--- src/rtl/hdx_pkg.sv ---
package hdx_pkg;
  typedef enum logic [1:0] {
    MODE_FULL  = 2'd0,
    MODE_HALF  = 2'd1,
    MODE_FAULT = 2'd2
  } hdx_mode_e;
endpackage

--- src/rtl/hdx_mode_ctl.sv ---
module hdx_mode_ctl
  import hdx_pkg::*;
(
  input  logic      clk_i,
  input  logic      rst_ni,
  input  logic      hd_en_i,
  input  logic      sclk_en_i,
  output hdx_mode_e mode_o,
  output logic      hd_active_o,
  output logic      mode_err_o
);
  hdx_mode_e mode_d;

  always_comb begin
    if (!hd_en_i)       mode_d = MODE_FULL;
    else if (sclk_en_i) mode_d = MODE_FAULT;
    else                mode_d = MODE_HALF;
  end

  assign mode_o = mode_d;

  always_ff @(posedge clk_i or negedge rst_ni) begin
    if (!rst_ni) begin
      hd_active_o <= 1'b0;
      mode_err_o  <= 1'b0;
    end else begin
      hd_active_o <= (mode_d == MODE_HALF);
      mode_err_o  <= (mode_d == MODE_FAULT);
    end
  end

  p_err_needs_sclk_r3: assert property (@(posedge clk_i) disable iff (!rst_ni)
    hd_en_i && sclk_en_i |=> mode_err_o && !hd_active_o);
  p_half_applied_r2: assert property (@(posedge clk_i) disable iff (!rst_ni)
    hd_en_i && !sclk_en_i |=> hd_active_o && !mode_err_o);
endmodule

--- src/rtl/hdx_line_drv.sv ---
module hdx_line_drv #(
  parameter int unsigned SYNC_STAGES = 2
) (
  input  logic clk_i,
  input  logic rst_ni,
  input  logic half_i,
  input  logic tx_active_i,
  input  logic tx_bit_i,
  input  logic rx_pin_i,
  input  logic line_i,
  output logic line_drive_low_o,
  output logic tx_pp_o,
  output logic rx_data_o
);
  localparam int unsigned LAST = SYNC_STAGES - 1;

  logic                   rx_src;
  logic [SYNC_STAGES-1:0] sync_q;

  // open-drain: only ever pull low, release for 1
  always_ff @(posedge clk_i or negedge rst_ni) begin
    if (!rst_ni) begin
      line_drive_low_o <= 1'b0;
      tx_pp_o          <= 1'b1;
    end else begin
      line_drive_low_o <= half_i & tx_active_i & ~tx_bit_i;
      tx_pp_o          <= (half_i | ~tx_active_i) ? 1'b1 : tx_bit_i;
    end
  end

  assign rx_src = half_i ? line_i : rx_pin_i;

  for (genvar g = 0; g < SYNC_STAGES; g++) begin : g_sync
    always_ff @(posedge clk_i or negedge rst_ni) begin
      if (!rst_ni) sync_q[g] <= 1'b1;
      else if (g == 0) sync_q[g] <= rx_src;
      else sync_q[g] <= sync_q[(g == 0) ? 0 : g-1];
    end
  end

  assign rx_data_o = sync_q[LAST];

  p_no_pull_full_r5: assert property (@(posedge clk_i) disable iff (!rst_ni)
    !half_i |=> !line_drive_low_o);
  p_release_on_one_r4: assert property (@(posedge clk_i) disable iff (!rst_ni)
    half_i && tx_bit_i |=> !line_drive_low_o && tx_pp_o);
endmodule

--- src/rtl/hdx_rx_gate.sv ---
module hdx_rx_gate (
  input  logic clk_i,
  input  logic rst_ni,
  input  logic half_i,
  input  logic tx_start_i,
  input  logic tx_done_i,
  input  logic rx_en_req_i,
  output logic tx_cmplt_o,
  output logic rx_en_o
);
  always_ff @(posedge clk_i or negedge rst_ni) begin
    if (!rst_ni) begin
      tx_cmplt_o <= 1'b1;
      rx_en_o    <= 1'b0;
    end else begin
      if (tx_start_i)     tx_cmplt_o <= 1'b0;
      else if (tx_done_i) tx_cmplt_o <= 1'b1;
      // held request stays pending until complete was seen
      rx_en_o <= half_i ? (rx_en_req_i & tx_cmplt_o & ~tx_start_i) : rx_en_req_i;
    end
  end

  p_start_clears_r8: assert property (@(posedge clk_i) disable iff (!rst_ni)
    tx_start_i |=> !tx_cmplt_o);
  p_done_sets_r8: assert property (@(posedge clk_i) disable iff (!rst_ni)
    tx_done_i && !tx_start_i |=> tx_cmplt_o);
  p_start_drops_rx_r10: assert property (@(posedge clk_i) disable iff (!rst_ni)
    half_i && tx_start_i |=> !rx_en_o);
  p_full_follow_r11: assert property (@(posedge clk_i) disable iff (!rst_ni)
    !half_i |=> rx_en_o == $past(rx_en_req_i));
endmodule

--- src/rtl/hdx_wire_ctl.sv ---
module hdx_wire_ctl
  import hdx_pkg::*;
#(
  parameter int unsigned SYNC_STAGES = 2
) (
  input  logic clk_i,
  input  logic rst_ni,
  input  logic hd_en_i,
  input  logic sclk_en_i,
  input  logic tx_start_i,
  input  logic tx_active_i,
  input  logic tx_bit_i,
  input  logic tx_done_i,
  input  logic rx_en_req_i,
  input  logic rx_pin_i,
  input  logic line_i,
  output logic line_drive_low_o,
  output logic tx_pp_o,
  output logic rx_data_o,
  output logic tx_cmplt_o,
  output logic rx_en_o,
  output logic hd_active_o,
  output logic mode_err_o
);
  hdx_mode_e mode;
  logic      half;

  hdx_mode_ctl u_mode (
    .clk_i       (clk_i),
    .rst_ni      (rst_ni),
    .hd_en_i     (hd_en_i),
    .sclk_en_i   (sclk_en_i),
    .mode_o      (mode),
    .hd_active_o (hd_active_o),
    .mode_err_o  (mode_err_o)
  );

  assign half = (mode == MODE_HALF);

  hdx_line_drv #(.SYNC_STAGES(SYNC_STAGES)) u_drv (
    .clk_i            (clk_i),
    .rst_ni           (rst_ni),
    .half_i           (half),
    .tx_active_i      (tx_active_i),
    .tx_bit_i         (tx_bit_i),
    .rx_pin_i         (rx_pin_i),
    .line_i           (line_i),
    .line_drive_low_o (line_drive_low_o),
    .tx_pp_o          (tx_pp_o),
    .rx_data_o        (rx_data_o)
  );

  hdx_rx_gate u_gate (
    .clk_i       (clk_i),
    .rst_ni      (rst_ni),
    .half_i      (half),
    .tx_start_i  (tx_start_i),
    .tx_done_i   (tx_done_i),
    .rx_en_req_i (rx_en_req_i),
    .tx_cmplt_o  (tx_cmplt_o),
    .rx_en_o     (rx_en_o)
  );

  p_no_rx_during_tx_r12: assert property (@(posedge clk_i) disable iff (!rst_ni)
    hd_active_o && rx_en_o |-> tx_cmplt_o);
  p_fault_no_pull_r3: assert property (@(posedge clk_i) disable iff (!rst_ni)
    mode_err_o |-> !line_drive_low_o);
  p_half_pp_idle_r4: assert property (@(posedge clk_i) disable iff (!rst_ni)
    hd_active_o |-> tx_pp_o);
endmodule

--- config.mk ---
export PLATFORM = sky130hd
export DESIGN_NAME = hdx_wire_ctl
export DESIGN_NICKNAME = d
export VERILOG_FILES = /design/src/rtl/hdx_pkg.sv /design/src/rtl/hdx_mode_ctl.sv /design/src/rtl/hdx_line_drv.sv /design/src/rtl/hdx_rx_gate.sv /design/src/rtl/hdx_wire_ctl.sv
export SDC_FILE = /design/constraint.sdc
export NUM_CORES = 1
export LEC_CHECK = 0
export ABC_AREA = 1
export CORE_AREA = 2 2 39 41
export DETAILED_ROUTE_END_ITERATION = 16
export DIE_AREA = 0 0 41 43
export DONT_BUFFER_PORTS = 1
export PLACE_DENSITY = 0.35
export SYNTH_ARGS = -nofsm -noshare
export SYNTH_HDL_FRONTEND = slang
export SYNTH_SLANG_ARGS = --single-unit
--- constraint.sdc ---
create_clock -name clk_i -period 1.4 [get_ports clk_i]
set_input_delay 0.28 -clock clk_i [delete_from_list [all_inputs] [get_ports clk_i]]
set_output_delay 0.28 -clock clk_i [all_outputs]
set_load 0.05 [all_outputs]
==> impl_metrics.env <==
export IMPL_status="finished clean"
export IMPL_hold_buffers=1
export IMPL_first_pass_iters=1
export IMPL_die_h_um=43
export IMPL_wl_per_cell_um=9.88
export IMPL_r2r_end="u_gate.rx_en_o"
export IMPL_final_nets=44
export IMPL_vias_per_cell=3.71
export IMPL_cts_buffers=3
export IMPL_ir_drop_mv=0.338
export IMPL_arrival_ns=0.94
export IMPL_power_per_cell_area_nw_per_um2=1500
export IMPL_post_cts_resized=0
export IMPL_cts_tree="done"
export IMPL_clock_sinks=8
export IMPL_cp_depth=0
export IMPL_vias=178
export IMPL_grt_ovfl_total=0
export IMPL_setup_violations=0
export IMPL_rr_startpoint="u_gate.tx_cmplt_o"
export IMPL_path_class="flop to output pin"
export IMPL_ff_latch_area_sq_um=205
export IMPL_rsz0062_at_grt="no"
export IMPL_grt_max_degree=9
export IMPL_antenna_found_initial=0
export IMPL_die_area_sq_um=1760
export IMPL_drive_above_1_share_pct=25.0
export IMPL_row_count=14
export IMPL_final_antenna_net_count=0
export IMPL_hold_ws_ns=0.103
export IMPL_cts_root_buf="clkbuf_4"
export IMPL_cp_start_kind="flop"
export IMPL_end_kind="output pin"
export IMPL_report_final_slew_viol_count=0
export IMPL_cap_violations=0
export IMPL_layout_common_cells="nand2_1 (9), inv_1 (6), dfrtp_1 (4), dfstp_2 (4), clkbuf_4 (3)"
export IMPL_netlist_area_sq_um=282
export IMPL_crit_required_ns=1.12
export IMPL_worstHoldPathType="input port to flop"
export IMPL_slew_limit_headroom_pct=70.1
export IMPL_drc=0
export IMPL_crit_end="tx_cmplt_o"
export IMPL_io_pins=18
export IMPL_yosysWarnings=0
export IMPL_worst_r2r_path_depth=2
export IMPL_tns_ns=0
export IMPL_max_slew_worst_pin_slew_ns=0.448
export IMPL_ys_ff_latch=8
export IMPL_syn_nets=38
export IMPL_clk_path_buf_depth=2
export IMPL_ys_types=8
export IMPL_htree_levels=1
export IMPL_finClkSkew_ns=0.0000912
export IMPL_critical_path_max_fanout=2
export IMPL_yosysSeqAreaShare_pct=72.9
export IMPL_hold_viol_final=0
export IMPL_drt_iter0_markers=0
export IMPL_startpoint="u_gate.tx_cmplt_o"
export IMPL_start_util_pct=20.3
export IMPL_grt_usage_pct=7.29
export IMPL_min_period_ns=1.22
export IMPL_syn_to_final_growth_pct=20.0
export IMPL_reg2reg_slack_ns=0.38
export IMPL_drt_total_wl_um=474
export IMPL_die_x_um=41
export IMPL_power_leakage_nw=0.177
export IMPL_avgSynthCellArea_sq_um=10.4
export IMPL_place_congestion=0.586
export IMPL_coreArea_sq_um=1380
export IMPL_final_common_cell="nand2_1"
export IMPL_final_util_pct=24.4
export IMPL_cts_clk_slew_worst_paths_ns=0.06
export IMPL_multi_input_area_sq_um=53.8
export IMPL_grt_pass1_wl_um=765
export IMPL_fin_crit_sh_pct=87.4
export IMPL_io_buffers=0
export IMPL_synthCells=27
export IMPL_post_cts_buffers=0
export IMPL_final_fill_count=154
export IMPL_clk_latency_ns=0.25
export IMPL_max_freq_mhz=818
export IMPL_grt_pass1_vias=180
export IMPL_antenna_cells=0
worst min path at each step:
| stage | startpoint | end | depth (start not counted) |
|---|---|---|---|
| finish | sclk_en_i | u_mode.hd_active_o | 1 |
| global route | sclk_en_i | u_mode.hd_active_o | 1 |
| CTS | sclk_en_i | u_mode.hd_active_o | 1 |
| detailed placement | rst_ni | u_gate.rx_en_o | 0 |
| global placement | rst_ni | u_gate.rx_en_o | 0 |
| floorplan | rst_ni | u_drv.line_drive_low_o | 0 |
flip-flops by register name, indices dropped and copies added, names as in the netlist:
| signal | cells |
|---|---|
| u_drv.sync_q | 1 |
| u_drv.rx_data_o | 1 |
| u_drv.line_drive_low_o | 1 |
| u_gate.tx_cmplt_o | 1 |
| u_drv.tx_pp_o | 1 |
| u_gate.rx_en_o | 1 |
| u_mode.mode_err_o | 1 |
| u_mode.hd_active_o | 1 |
routing by layer:
layer	routed length, um	up-vias	track usage, %
li1	-	87	-
met1	190	78	7.62
met2	216	13	8.44
met3	67	0	5.24
met4	0	0	8.00
met5	0	-	0
cells in the mapped netlist:
master | count | share of area [%]
a21oi_1 | 1 | 1.8
dfrtp_1 | 4 | 36
dfstp_2 | 4 | 37
inv_1 | 6 | 8.0
nand2_1 | 9 | 12
nor2_1 | 1 | 1.3
nor2_2 | 1 | 2.2
nor3_1 | 1 | 1.8
cell type report:
cell class                 count  share of cell area (%)
clock buffer                   4                    7.78
tap                           16                    5.93
sequential                     8                    60.7
timing repair buffer           1                    2.96
inverter                       6                    6.67
multi-input combinational     13                    15.9
stage by stage:
stage	cell area [sq um]	instances	power [mW]	setup WS, ns
final	338	48	0.508	0.177
after global routing	338	48	0.545	0.140
after CTS	338	48	0.520	0.165
after detailed placement	302	43	0.324	0.387
after global placement	302	43	0.323	0.411
after floorplan	282	27	0.319	0.423
power by group:
part,internal [mW],switching (mW),total (mW)
logic,0.00836,0.0144,0.0228
clock network,0.109,0.0736,0.182
registers,0.253,0.0498,0.303
cells by family after synthesis:
kind of cell	synth area share, %
flip-flops	72.9
buffers and inverters	8.00
AND/OR/NAND/NOR	17.3
AO/OA/AOI/OAI	1.78
(Power assumes the default switching activity.)
